## config.mk

```make
export PLATFORM = sky130hd
export DESIGN_NAME = plane_read_pipe
export DESIGN_NICKNAME = d
export VERILOG_FILES = /design/src/rtl/plane_read_pkg.sv /design/src/rtl/plane_read_ctrl.sv /design/src/rtl/plane_read_dp.sv /design/src/rtl/plane_read_pipe.sv
export SDC_FILE = /design/constraint.sdc
export NUM_CORES = 1
export LEC_CHECK = 0
export BUFFER_PORTS_ARGS = -buffer_cell sky130_fd_sc_hd__buf_2
export CELL_PAD_IN_SITES_DETAIL_PLACEMENT = 1
export CELL_PAD_IN_SITES_GLOBAL_PLACEMENT = 2
export CORE_MARGIN = 1.5
export CORE_UTILIZATION = 37
export CTS_CLUSTER_DIAMETER = 80
export DETAILED_ROUTE_END_ITERATION = 8
export GPL_ROUTABILITY_DRIVEN = 0
export PLACE_DENSITY = 0.77
export SYNTH_ARGS = -nofsm -noshare
export SYNTH_HDL_FRONTEND = slang
export SYNTH_SLANG_ARGS = --single-unit
export TNS_END_PERCENT = 5
```

## constraint.sdc

```tcl
create_clock -name clk -period 5.2 [get_ports clk]
set_clock_uncertainty 0.05 [all_clocks]
set_input_delay 0.52 -clock clk [delete_from_list [all_inputs] [get_ports clk]]
set_output_delay 0.52 -clock clk [all_outputs]
set_load 0.02 [all_outputs]
```

## src/rtl/plane_read_pkg.sv

```systemverilog
package plane_read_pkg;

  localparam int BYTE_W     = 8;
  localparam int WORD_BYTES = 4;
  localparam int WORD_W     = BYTE_W * WORD_BYTES;

  // Strobes from control to datapath for one clock edge.
  typedef struct packed {
    logic advance;  // all stages move one step
    logic fetch;    // stage two captures fresh cache words
  } pipeStb_t;

endpackage

```

## src/rtl/plane_read_ctrl.sv

```systemverilog
module plane_read_ctrl
  import plane_read_pkg::*;
#(
  parameter int NUM_PLANES = 4,
  parameter int PAGE_BYTES = 64,
  localparam int COL_W = $clog2(PAGE_BYTES),
  localparam int PL_W  = (NUM_PLANES > 1) ? $clog2(NUM_PLANES) : 1
) (
  input  logic                  clk,
  input  logic                  rstN,
  input  logic                  startBurst,
  input  logic [COL_W-1:0]      startCol,
  input  logic [NUM_PLANES-1:0] planeMask,
  input  logic                  readStrobe,
  input  logic                  abortBurst,
  output pipeStb_t              stb,
  output logic [COL_W-1:0]      s1Col,
  output logic [PL_W-1:0]       s1Plane,
  output logic                  dataValid
);

  localparam logic [COL_W-1:0] LAST_COL = COL_W'(PAGE_BYTES - 1);

  logic                  active;
  logic                  firstPending;
  logic                  s1Valid;
  logic                  s1First;
  logic                  s2Valid;
  logic                  outValid;
  logic [NUM_PLANES-1:0] maskReg;
  logic [COL_W-1:0]      nextCol;
  logic [PL_W-1:0]       nextPlane;

  function automatic logic [PL_W-1:0] lowestSet(input logic [NUM_PLANES-1:0] m);
    lowestSet = '0;
    for (int i = NUM_PLANES - 1; i >= 0; i--) begin
      if (m[i]) lowestSet = PL_W'(i);
    end
  endfunction

  // Next enabled plane after cur, searching circularly; cur itself if alone.
  function automatic logic [PL_W-1:0] followingSet(input logic [NUM_PLANES-1:0] m,
                                                   input logic [PL_W-1:0] cur);
    followingSet = cur;
    for (int k = NUM_PLANES - 1; k >= 1; k--) begin
      if (m[(int'(cur) + k) % NUM_PLANES]) followingSet = PL_W'((int'(cur) + k) % NUM_PLANES);
    end
  endfunction

  always_comb begin
    stb.advance = readStrobe & ~abortBurst & ~startBurst;
    stb.fetch   = stb.advance & s1Valid & (s1First | (s1Col[1:0] == 2'd0));
  end

  always_ff @(posedge clk) begin
    if (!rstN) begin
      active       <= 1'b0;
      firstPending <= 1'b0;
      s1Valid      <= 1'b0;
      s1First      <= 1'b0;
      s2Valid      <= 1'b0;
      outValid     <= 1'b0;
      maskReg      <= '0;
      nextCol      <= '0;
      nextPlane    <= '0;
      s1Col        <= '0;
      s1Plane      <= '0;
    end else if (abortBurst) begin
      active       <= 1'b0;
      firstPending <= 1'b0;
      s1Valid      <= 1'b0;
      s2Valid      <= 1'b0;
      outValid     <= 1'b0;
    end else if (startBurst) begin
      s1Valid  <= 1'b0;
      s2Valid  <= 1'b0;
      outValid <= 1'b0;
      if (|planeMask) begin
        active       <= 1'b1;
        firstPending <= 1'b1;
        maskReg      <= planeMask;
        nextCol      <= startCol;
        nextPlane    <= lowestSet(planeMask);
      end else begin
        active       <= 1'b0;
        firstPending <= 1'b0;
      end
    end else if (readStrobe) begin
      outValid <= s2Valid;
      s2Valid  <= s1Valid;
      s1Valid  <= active;
      if (active) begin
        s1Col        <= nextCol;
        s1Plane      <= nextPlane;
        s1First      <= firstPending;
        firstPending <= 1'b0;
        if (nextCol == LAST_COL) begin
          nextCol   <= '0;
          nextPlane <= followingSet(maskReg, nextPlane);
        end else begin
          nextCol <= nextCol + 1'b1;
        end
      end
    end else begin
      outValid <= 1'b0;
    end
  end

  assign dataValid = outValid;

  AST_VALID_NEEDS_STROBE: assert property (@(posedge clk) disable iff (!rstN)
    dataValid |-> $past(readStrobe));

  AST_ABORT_CLEARS: assert property (@(posedge clk) disable iff (!rstN)
    abortBurst |=> !dataValid);

  AST_PLANE_ENABLED: assert property (@(posedge clk) disable iff (!rstN)
    active |-> maskReg[nextPlane]);

  AST_EMPTY_MASK_STOPS: assert property (@(posedge clk) disable iff (!rstN)
    (startBurst && !abortBurst && planeMask == '0) |=> !dataValid);

endmodule

```

## src/rtl/plane_read_dp.sv

```systemverilog
module plane_read_dp
  import plane_read_pkg::*;
#(
  parameter int NUM_PLANES = 4,
  localparam int PL_W = (NUM_PLANES > 1) ? $clog2(NUM_PLANES) : 1
) (
  input  logic                         clk,
  input  logic                         rstN,
  input  pipeStb_t                     stb,
  input  logic [1:0]                   s1ByteSel,
  input  logic [PL_W-1:0]              s1Plane,
  input  logic [NUM_PLANES*WORD_W-1:0] cacheData,
  output logic [BYTE_W-1:0]            dataOut
);

  logic [WORD_W-1:0] wordReg [NUM_PLANES];
  logic [1:0]        s2ByteSel;
  logic [PL_W-1:0]   s2Plane;
  logic [WORD_W-1:0] planeWord;
  logic [BYTE_W-1:0] byteSel;

  // Stage two: second sense of every plane's cache word.
  for (genvar g = 0; g < NUM_PLANES; g++) begin : g_plane
    always_ff @(posedge clk) begin
      if (!rstN)          wordReg[g] <= '0;
      else if (stb.fetch) wordReg[g] <= cacheData[g*WORD_W +: WORD_W];
    end
  end

  always_ff @(posedge clk) begin
    if (!rstN) begin
      s2ByteSel <= '0;
      s2Plane   <= '0;
    end else if (stb.advance) begin
      s2ByteSel <= s1ByteSel;
      s2Plane   <= s1Plane;
    end
  end

  // Stage three: plane mux, then byte mux next to the port.
  always_comb begin
    planeWord = wordReg[s2Plane];
    byteSel   = planeWord[s2ByteSel*BYTE_W +: BYTE_W];
  end

  always_ff @(posedge clk) begin
    if (!rstN)            dataOut <= '0;
    else if (stb.advance) dataOut <= byteSel;
  end

  AST_HOLD_WITHOUT_STROBE: assert property (@(posedge clk) disable iff (!rstN)
    !stb.advance |=> $stable(dataOut));

endmodule

```

## src/rtl/plane_read_pipe.sv

```systemverilog
module plane_read_pipe
  import plane_read_pkg::*;
#(
  parameter int NUM_PLANES = 4,
  parameter int PAGE_BYTES = 64,
  localparam int COL_W = $clog2(PAGE_BYTES),
  localparam int PL_W  = (NUM_PLANES > 1) ? $clog2(NUM_PLANES) : 1
) (
  input  logic                         clk,
  input  logic                         rstN,
  input  logic                         startBurst,
  input  logic [COL_W-1:0]             startCol,
  input  logic [NUM_PLANES-1:0]        planeMask,
  input  logic                         readStrobe,
  input  logic                         abortBurst,
  input  logic [NUM_PLANES*WORD_W-1:0] cacheData,
  output logic [COL_W-3:0]             wordAddr,
  output logic                         fetchStrobe,
  output logic [BYTE_W-1:0]            dataOut,
  output logic                         dataValid
);

  pipeStb_t         stb;
  logic [COL_W-1:0] s1Col;
  logic [PL_W-1:0]  s1Plane;

  plane_read_ctrl #(
    .NUM_PLANES(NUM_PLANES),
    .PAGE_BYTES(PAGE_BYTES)
  ) u_ctrl (
    .clk        (clk),
    .rstN       (rstN),
    .startBurst (startBurst),
    .startCol   (startCol),
    .planeMask  (planeMask),
    .readStrobe (readStrobe),
    .abortBurst (abortBurst),
    .stb        (stb),
    .s1Col      (s1Col),
    .s1Plane    (s1Plane),
    .dataValid  (dataValid)
  );

  plane_read_dp #(
    .NUM_PLANES(NUM_PLANES)
  ) u_dp (
    .clk       (clk),
    .rstN      (rstN),
    .stb       (stb),
    .s1ByteSel (s1Col[1:0]),
    .s1Plane   (s1Plane),
    .cacheData (cacheData),
    .dataOut   (dataOut)
  );

  assign wordAddr    = s1Col[COL_W-1:2];
  assign fetchStrobe = stb.fetch;

  AST_FETCH_ON_STROBE: assert property (@(posedge clk) disable iff (!rstN)
    fetchStrobe |-> readStrobe && !abortBurst);

endmodule

```

==> impl_results.md, run 1 <==
* Clock Latency Late Sink at 420 ps
* DIE HEIGHT at 146 um
* Peak supply drop at 0.162 mV
* Number of fillers in the final layout at 2130
* Starting utilization of the core area at 37.5%
* Worst-path cell with the longest stage delay: sky130_fd_sc_hd__buf_4
* Number of CTS-inserted buffers at 17
* Startpoint type of the worst setup path: primary input
* Async set-reset flop share out of synthesis at 0%
* Max Clock Freq at 401 MHz
* Most common library cells after synthesis: sky130_fd_sc_hd__and2_1, sky130_fd_sc_hd__edfxtp_1, sky130_fd_sc_hd__dfxtp_1
* Final critical path time including I/O delays and setup at 2500 ps
* H-Tree Depth at 4
* Status: finished clean
* Leak pwr at 3.55 nW
* Top area cells in the synthesized netlist: sky130_fd_sc_hd__edfxtp_1, sky130_fd_sc_hd__and2_1, sky130_fd_sc_hd__dfxtp_1
* Buffers & Inverters on Critical Path at 2
* Placeable core region at 20100 um^2
* Share of cell area taken by muxes after synthesis at 10.9%
* Crit path arrival time at 2510 ps
* Number of max-slew violations in the final report at 0
* Number of unique standard cell types used by synthesis at 54
* Share of cells above drive strength 1 at 31.1%
* Drt pass-1 iters at 4
* Violation count after the first detailed-routing iteration at 276
* Cell with the most instances after synthesis: sky130_fd_sc_hd__and2_1
* Library cell used as clock root buffer: sky130_fd_sc_hd__clkbuf_16
* Clock tree buffer depth at 2
* Net count, final at 838
* Number of cells upsized or downsized after cts at 0
* Synth-to-Final Area Change at 20.2%
* CP Data Required Time at 5210 ps
* P per Cell Area at 318 nW/um^2
* Adder-cell share of the synthesized area at 0.166%
* Total GRT Usage at 16.8%
* # hold bufs at CTS at 0
* Post-synthesis instance area at 7540 um^2
* Worst hold slack at 301 ps
* Peak per-stage delay on the critical path at 590 ps
* Measured slew at the worst slew-check pin at 927 ps
* Hold/Removal Path Class: primary input to flop
* Number of synthesized register bits at 168
* Ports placed on the boundary at 157
* Critical path class: primary input to flop
* Post-CTS setup buffer count at 0
* Yosys warning total at 0
* Xor-xnor portion of the synthesized cell area at 0.116%
* DRC Markers at 0
* Wire length per cell after detailed routing at 17.6 um
* Number of vias in the routed layout at 4773
* Dpl hpwl at 12600 um
* Avg Synthesized Cell Area at 13.7 um^2
* Inserted Diodes at 0
* Clock tree from TritonCTS: built
* Final-report setup violation count at 0
* Unrepaired setup endpoints after global routing: false
* Maximum capacitance violations at 0
* Global-route wire length before repair at 27100 um
* Post-Layout Cell Count at 977
* Number of input and output port buffers inserted at 156
* Net count of the mapped netlist at 696
* Vias per Instance at 4.89
* Num rows at 52
* Antenna violations before repair at 0
* Cell family contributing the most delay on the critical path: simple AND/OR/NAND/NOR gates
* Horizontal die dimension at 146 um
* Dominant register cell in the synthesized netlist: sky130_fd_sc_hd__edfxtp_1
* # placed instances at 945
* Cell type with the highest aggregate area in the netlist: sky130_fd_sc_hd__edfxtp_1
* Vias in the first global route at 5087
* List of cells traversed by the critical path: buf_2 > nor2_4 > and2_2 > o211ai_2 > nand2_4 > buf_4
* Sum of negative setup slack at 0 ps
* Top cell type's share of synthesized area at 51.0%
* Endpoint type of the worst setup path: flop
* Simple-Gate Fraction of Synth Area at 16.8%
* Remaining global-route overflow at 0
* Crit Path Max Fanout at 49
* Overall routed net length at 17200 um
* DIE AREA at 21200 um^2
* Antenna-violating nets left at 0
* Hold violation total from the final report at 0
* Ratio of final minimum period to clock period at 48.0%
* Clock-pin slew on the worst setup and hold paths at 70 ps
* Num Clock Sinks at 168
* Max_slew headroom at 38.2%
* Synthesized instance count at 552
* Pin count of the biggest net entering global routing at 129
* Complex-gate fraction of the synthesized area at 7.09%
* Sequential cell area fraction in the yosys report at 61.6%
* Main combinational cell family by area after synthesis: simple AND/OR/NAND/NOR gates
* Number of enable-type register cells in the synthesized netlist at 128
cells in the final DEF, fill, tap and decap left out, drive strengths merged, types with 2 or more instances in the layout:
| master | n |
|---|---|
| a221oi | 2 |
| a21oi | 36 |
| clkbuf | 18 |
| nor4b | 2 |
| or3b | 2 |
| nor2 | 26 |
| a211oi | 2 |
| clkinv | 6 |
| nor2b | 4 |
| nand2b | 3 |
| nand2 | 37 |
| and3 | 5 |
| o211ai | 3 |
| a31oi | 2 |
| and2 | 131 |
| inv | 9 |
| nand3 | 2 |
| nor3 | 2 |
| mux4 | 32 |
| o21ai | 14 |
| a22oi | 18 |
| nor4 | 2 |
| buf | 161 |
| o31ai | 2 |
| mux2i | 3 |
| a22o | 2 |
| edfxtp | 128 |
| dfxtp | 40 |
cell type report:
class	instances	area [um^2]	share of cell area (%)
Sequential cell	168	4650	51.3
Multi-Input combinational cell	343	2660	29.3
Timing Repair Buffer	161	818	9.03
Clock buffer	18	429	4.74
Tap cell	270	338	3.73
Clock inverter	14	161	1.78
Inverter	3	11.3	0.124
routing by layer:
layer,vias up,global-route usage [%],share of wire (%)
met3,25,3.26,3.7
met5,-,0,0
met2,132,27.4,48
met1,2293,21.9,46
met4,0,7.04,2.7
li1,2323,-,-
cells by family after synthesis:
kind of cell | count (synthesis)
buf+inv | 41
flops | 168
mux | 35
fa+ha+maj | 1
compound gates | 86
simple gates | 220
xor+xnor | 1
registers in the layout, summed over array words and instances, names as in the netlist, named ones only:
signal and cells:
u_dp.s2ByteSel 2, u_dp.wordReg 128, u_ctrl.s1First 1, u_ctrl.s1Valid 1, u_ctrl.dataValid 1, u_ctrl.active 1
u_ctrl.s2Valid 1, u_dp.s2Plane 2, u_ctrl.nextPlane 2, u_dp.dataOut 8, u_ctrl.nextCol 6, u_ctrl.s1Plane 2
u_ctrl.firstPending 1, u_ctrl.maskReg 4, u_ctrl.s1Col 6
where the power goes:
group,switching [mW],internal (mW),total (mW)
Combinational,0.0726,0.0666,0.139
Sequential,0.0181,1.48,1.49
Clock,0.563,0.684,1.25
Total,0.654,2.23,2.88
through the flow:
stage	power [mW]	utilization [%]	instance area (um^2)	worst slack (ps)
4_1_cts	2.92	45.1	9060	2630
3_3_place_gp	1.66	42.1	8470	2380
5_1_grt	2.97	45.1	9060	2470
3_5_place_dp	1.67	42.1	8470	2230
6_report	2.88	45.1	9060	2700
2_1_floorplan	1.59	-	7540	872
worst min-delay path: cells and delay by family:
family | cells | cell delay, ps
AOI/OAI and AO/OA | 1 | 60
buffers and inverters | 1 | 80
and+or+nand+nor | 1 | 80
path summary, 6_finish.rpt:
kind / depth (start not counted) / slack, ps / to / start
max: 6 / 2700 / u_dp.wordReg[2][23] / startBurst
min: 3 / 300 / u_ctrl.nextCol[4] / startCol[4]
max reg2reg: 6 / 2730 / u_dp.dataOut[7] / flop
min reg2reg: 2 / 400 / u_ctrl.s1Col[2] / u_ctrl.s1Col[2]
No activity file was read; power rests on OpenSTA's default activity.
==> run 2: changes to the inputs <==
--- a/config.mk
+++ b/config.mk
@@ -9,11 +9,11 @@
 export CELL_PAD_IN_SITES_DETAIL_PLACEMENT = 1
 export CELL_PAD_IN_SITES_GLOBAL_PLACEMENT = 2
 export CORE_MARGIN = 1.5
-export CORE_UTILIZATION = 37
+export CORE_UTILIZATION = 34
 export CTS_CLUSTER_DIAMETER = 80
 export DETAILED_ROUTE_END_ITERATION = 8
 export GPL_ROUTABILITY_DRIVEN = 0
-export PLACE_DENSITY = 0.77
+export PLACE_DENSITY = 0.75
 export SYNTH_ARGS = -nofsm -noshare
 export SYNTH_HDL_FRONTEND = slang
 export SYNTH_SLANG_ARGS = --single-unit
==> constraint.sdc (replaced) <==
create_clock -name clk -period 2.2 [get_ports clk]
set_clock_uncertainty 0.05 [all_clocks]
set_input_delay 0.22 -clock clk [delete_from_list [all_inputs] [get_ports clk]]
set_output_delay 0.22 -clock clk [all_outputs]
set_load 0.02 [all_outputs]
==> impl_results.md, run 2 (synthesis results as in run 1) <==
* Internal power at 5.22 mW (was 2.23 mW)
* Worst-path cell with the longest stage delay: sky130_fd_sc_hd__mux4_1 (was sky130_fd_sc_hd__buf_4)
* Post-Layout Cell Count at 1002 (was 977)
* Part of the total power dissipated in combinational logic at 5.1% (was 4.8%)
* Clock tree from TritonCTS: built (unchanged)
* Biggest regs: u_dp.wordReg: 128 flops, u_dp.dataOut: 8 flops (unchanged)
* Critical path class: flop to flop (was primary input to flop)
* Most used cells in the layout excluding fill and tap cells: sky130_fd_sc_hd__buf_2, sky130_fd_sc_hd__and2_1, sky130_fd_sc_hd__edfxtp_1 (unchanged)
* Net count, final at 853 (was 838)
* Status: finished clean (unchanged)
* Unrepaired setup endpoints after global routing: false (unchanged)
* Sequential Area at 4650 um^2 (about the same)
* Total chip power at 6.95 mW (was 2.88 mW)
* Most common library cell in the layout ignoring fill and taps: sky130_fd_sc_hd__buf_2 (unchanged)
* Number of cells upsized or downsized after cts at 0 (unchanged)
* H-Tree Depth at 4 (unchanged)
* Cell depth of the worst flop-to-flop path at 6 (unchanged)
* Net Sw Power at 1.73 mW (was 654 uW)
* Number of input and output port buffers inserted at 156 (unchanged)
* Leak pwr at 3.66 nW (was 3.55 nW)
* Fraction of power consumed by the clock network at 44.0% (was 43.3%)
* Wire length per cell after detailed routing at 18.8 um (was 17.6 um)
* Clock tree buffer depth at 2 (unchanged)
* Num rows at 54 (was 52)
* Startpoint type of the worst setup path: flop (was primary input)
* Largest register FFs at 128 (unchanged)
* Register bank with the most flops: u_dp.wordReg (unchanged)
* Crit path arrival time at 2260 ps (was 2510 ps)
* Multi-input logic area at 2660 um^2 (unchanged)
* Total GRT Usage at 16.6% (was 16.8%)
* Number of max-slew violations in the final report at 0 (unchanged)
* List of cells traversed by the critical path: buf_4 > mux4_1 > a22oi_1 > a21oi_1 > a21oi_1 > nor2_1 (was buf_2 > nor2_4 > and2_2 > o211ai_2 > nand2_4 > buf_4)
* Ratio of final minimum period to clock period at 91.5%
* Vias per Instance at 4.88 (was 4.89)
* Antenna violations before repair at 0 (unchanged)
* Pin count of the biggest net entering global routing at 66 (was 129)
* Endpoint type of the worst setup path: flop (unchanged)
* Number of fillers in the final layout at 2300 (was 2130)
* Most used cell, CP: sky130_fd_sc_hd__a21oi_1
* Ports placed on the boundary at 157 (unchanged)
* Starting utilization of the core area at 34.7% (was 37.5%)
* Hold violation total from the final report at 0 (unchanged)
* Max Clock Freq at 497 MHz
* Hold/Removal Path Class: primary input to flop (unchanged)
* Instance count along the most critical hold path at 2 (was 3)
* Max_slew headroom at 47.7% (was 38.2%)
* Clock-pin slew on the worst setup and hold paths at 80 ps (was 70 ps)
* P per Cell Area at 746 nW/um^2 (was 318 nW/um^2)
* Final critical path time including I/O delays and setup at 2010 ps
* Sequential power share at 50.9% (was 51.9%)
* Hold-critical path endpoint: u_dp.wordReg[3][5] (was u_ctrl.nextCol[4])
* Num Clock Sinks at 168 (unchanged)
* Maximum capacitance violations at 0 (unchanged)
* Fraction of power spent switching nets at 24.8% (was 22.7%)
* CP Data Required Time at 2450 ps (was 5210 ps)
* Violation count after the first detailed-routing iteration at 216 (was 276)
* Share of cells above drive strength 1 at 31.7% (was 31.1%)
* Peak per-stage delay on the critical path at 660 ps (was 590 ps)
* DIE AREA at 23100 um^2 (was 21200 um^2)
* Remaining global-route overflow at 0 (unchanged)
* Slack of the worst reg-to-reg path at 190 ps (was 2730 ps)
* Hold path startpoint: cacheData[101] (was startCol[4])
* Placeable core region at 21800 um^2 (was 20100 um^2)
* Dpl hpwl at 13700 um (was 12600 um)
* Global-route wire length before repair at 29700 um (was 27100 um)
* Crit Path Max Fanout at 11 (was 49)
* Number of CTS-inserted buffers at 17 (unchanged)
* Inserted Diodes at 0 (unchanged)
* Final-report setup violation count at 0 (unchanged)
* DIE HEIGHT at 152 um (was 146 um)
* Clock Latency Late Sink at 430 ps (was 420 ps)
* DRC Markers at 0 (unchanged)
* Library cell used as clock root buffer: sky130_fd_sc_hd__clkbuf_16 (unchanged)
* Measured slew at the worst slew-check pin at 783 ps (was 927 ps)
* # placed instances at 964 (was 945)
* Sum of negative setup slack at 0 ps (unchanged)
* Vias in the first global route at 5310 (was 5087)
* Overall routed net length at 18900 um (was 17200 um)
* Drt pass-1 iters at 4 (unchanged)
* Peak supply drop at 0.591 mV (was 0.162 mV)
* Antenna-violating nets left at 0 (unchanged)
* Reg-to-reg endpoint: u_dp.dataOut[0] (was u_dp.dataOut[7])
* Synth-to-Final Area Change at 23.5% (was 20.2%)
* Number of vias in the routed layout at 4888 (was 4773)
* Horizontal die dimension at 152 um (was 146 um)
## run 2: worst max path at each step
stage                               to  cells past startpoint  slack, ps       start
floorplan           u_dp.wordReg[0][0]                      5         40  startBurst
global placement       u_dp.dataOut[0]                      6        140        flop
detailed placement     u_dp.dataOut[0]                      6        140        flop
CTS                    u_dp.dataOut[3]                      6        130        flop
global route           u_dp.dataOut[0]                      6         40        flop
finish                 u_dp.dataOut[0]                      6        190        flop
## run 2: timing repair
action                    in CTS  in global routing
buffers inserted               0                  0
hold endpoints to repair       6                  0
hold buffers                   6                  0
## run 2: layout make-up
| type | count | area share, % |
|---|---|---|
| Sequential cell | 168 | 49.9 |
| Tap cell | 280 | 3.76 |
| Inverter | 3 | 0.121 |
| Multi-Input combinational cell | 343 | 28.5 |
| Timing Repair Buffer | 176 | 11.1 |
| Clock buffer | 17 | 4.57 |
| Clock inverter | 15 | 2.06 |
## run 2: per-stage QoR
step / cell area (um^2) / hold slack [ps] / setup slack (ps) / util [%]
4_1_cts: 9310 / 0.0277 / 134 / 42.8
2_1_floorplan: 7550 / 287 / 42.1 / -
6_report: 9310 / 14.7 / 187 / 42.8
5_1_grt: 9310 / 3.63 / 38.7 / 42.8
3_5_place_dp: 8640 / 403 / 143 / 39.7
3_3_place_gp: 8640 / 394 / 138 / 39.7
## run 2: power by group through the flow
| stage | clock network (mW) | registers, mW | logic, mW |
|---|---|---|---|
| after floorplan | 0 | 3.59 | 0.152 |
| after global placement | 0 | 3.60 | 0.338 |
| after detailed placement | 0 | 3.60 | 0.353 |
| after CTS | 3.13 | 3.53 | 0.363 |
| after global routing | 3.26 | 3.54 | 0.393 |
| final | 3.06 | 3.53 | 0.358 |
## run 2: critical path: cells and delay by family, from the launching register on
kind / cells / cell delay [ps]
multiplexers: 1 / 660
AO/OA/AOI/OAI: 3 / 480
flip-flops: 1 / 390
buffers and inverters: 1 / 250
AND/OR/NAND/NOR: 1 / 50
## run 2: metal layers
| layer | track usage, % | vias up | wire (um) |
|---|---|---|---|
| met2 | 27.4 | 126 | 9150 |
| met4 | 3.74 | 0 | 155 |
| met3 | 3.45 | 12 | 690 |
| li1 | - | 2348 | - |
| met5 | 0 | - | 0 |
| met1 | 22.6 | 2402 | 8860 |
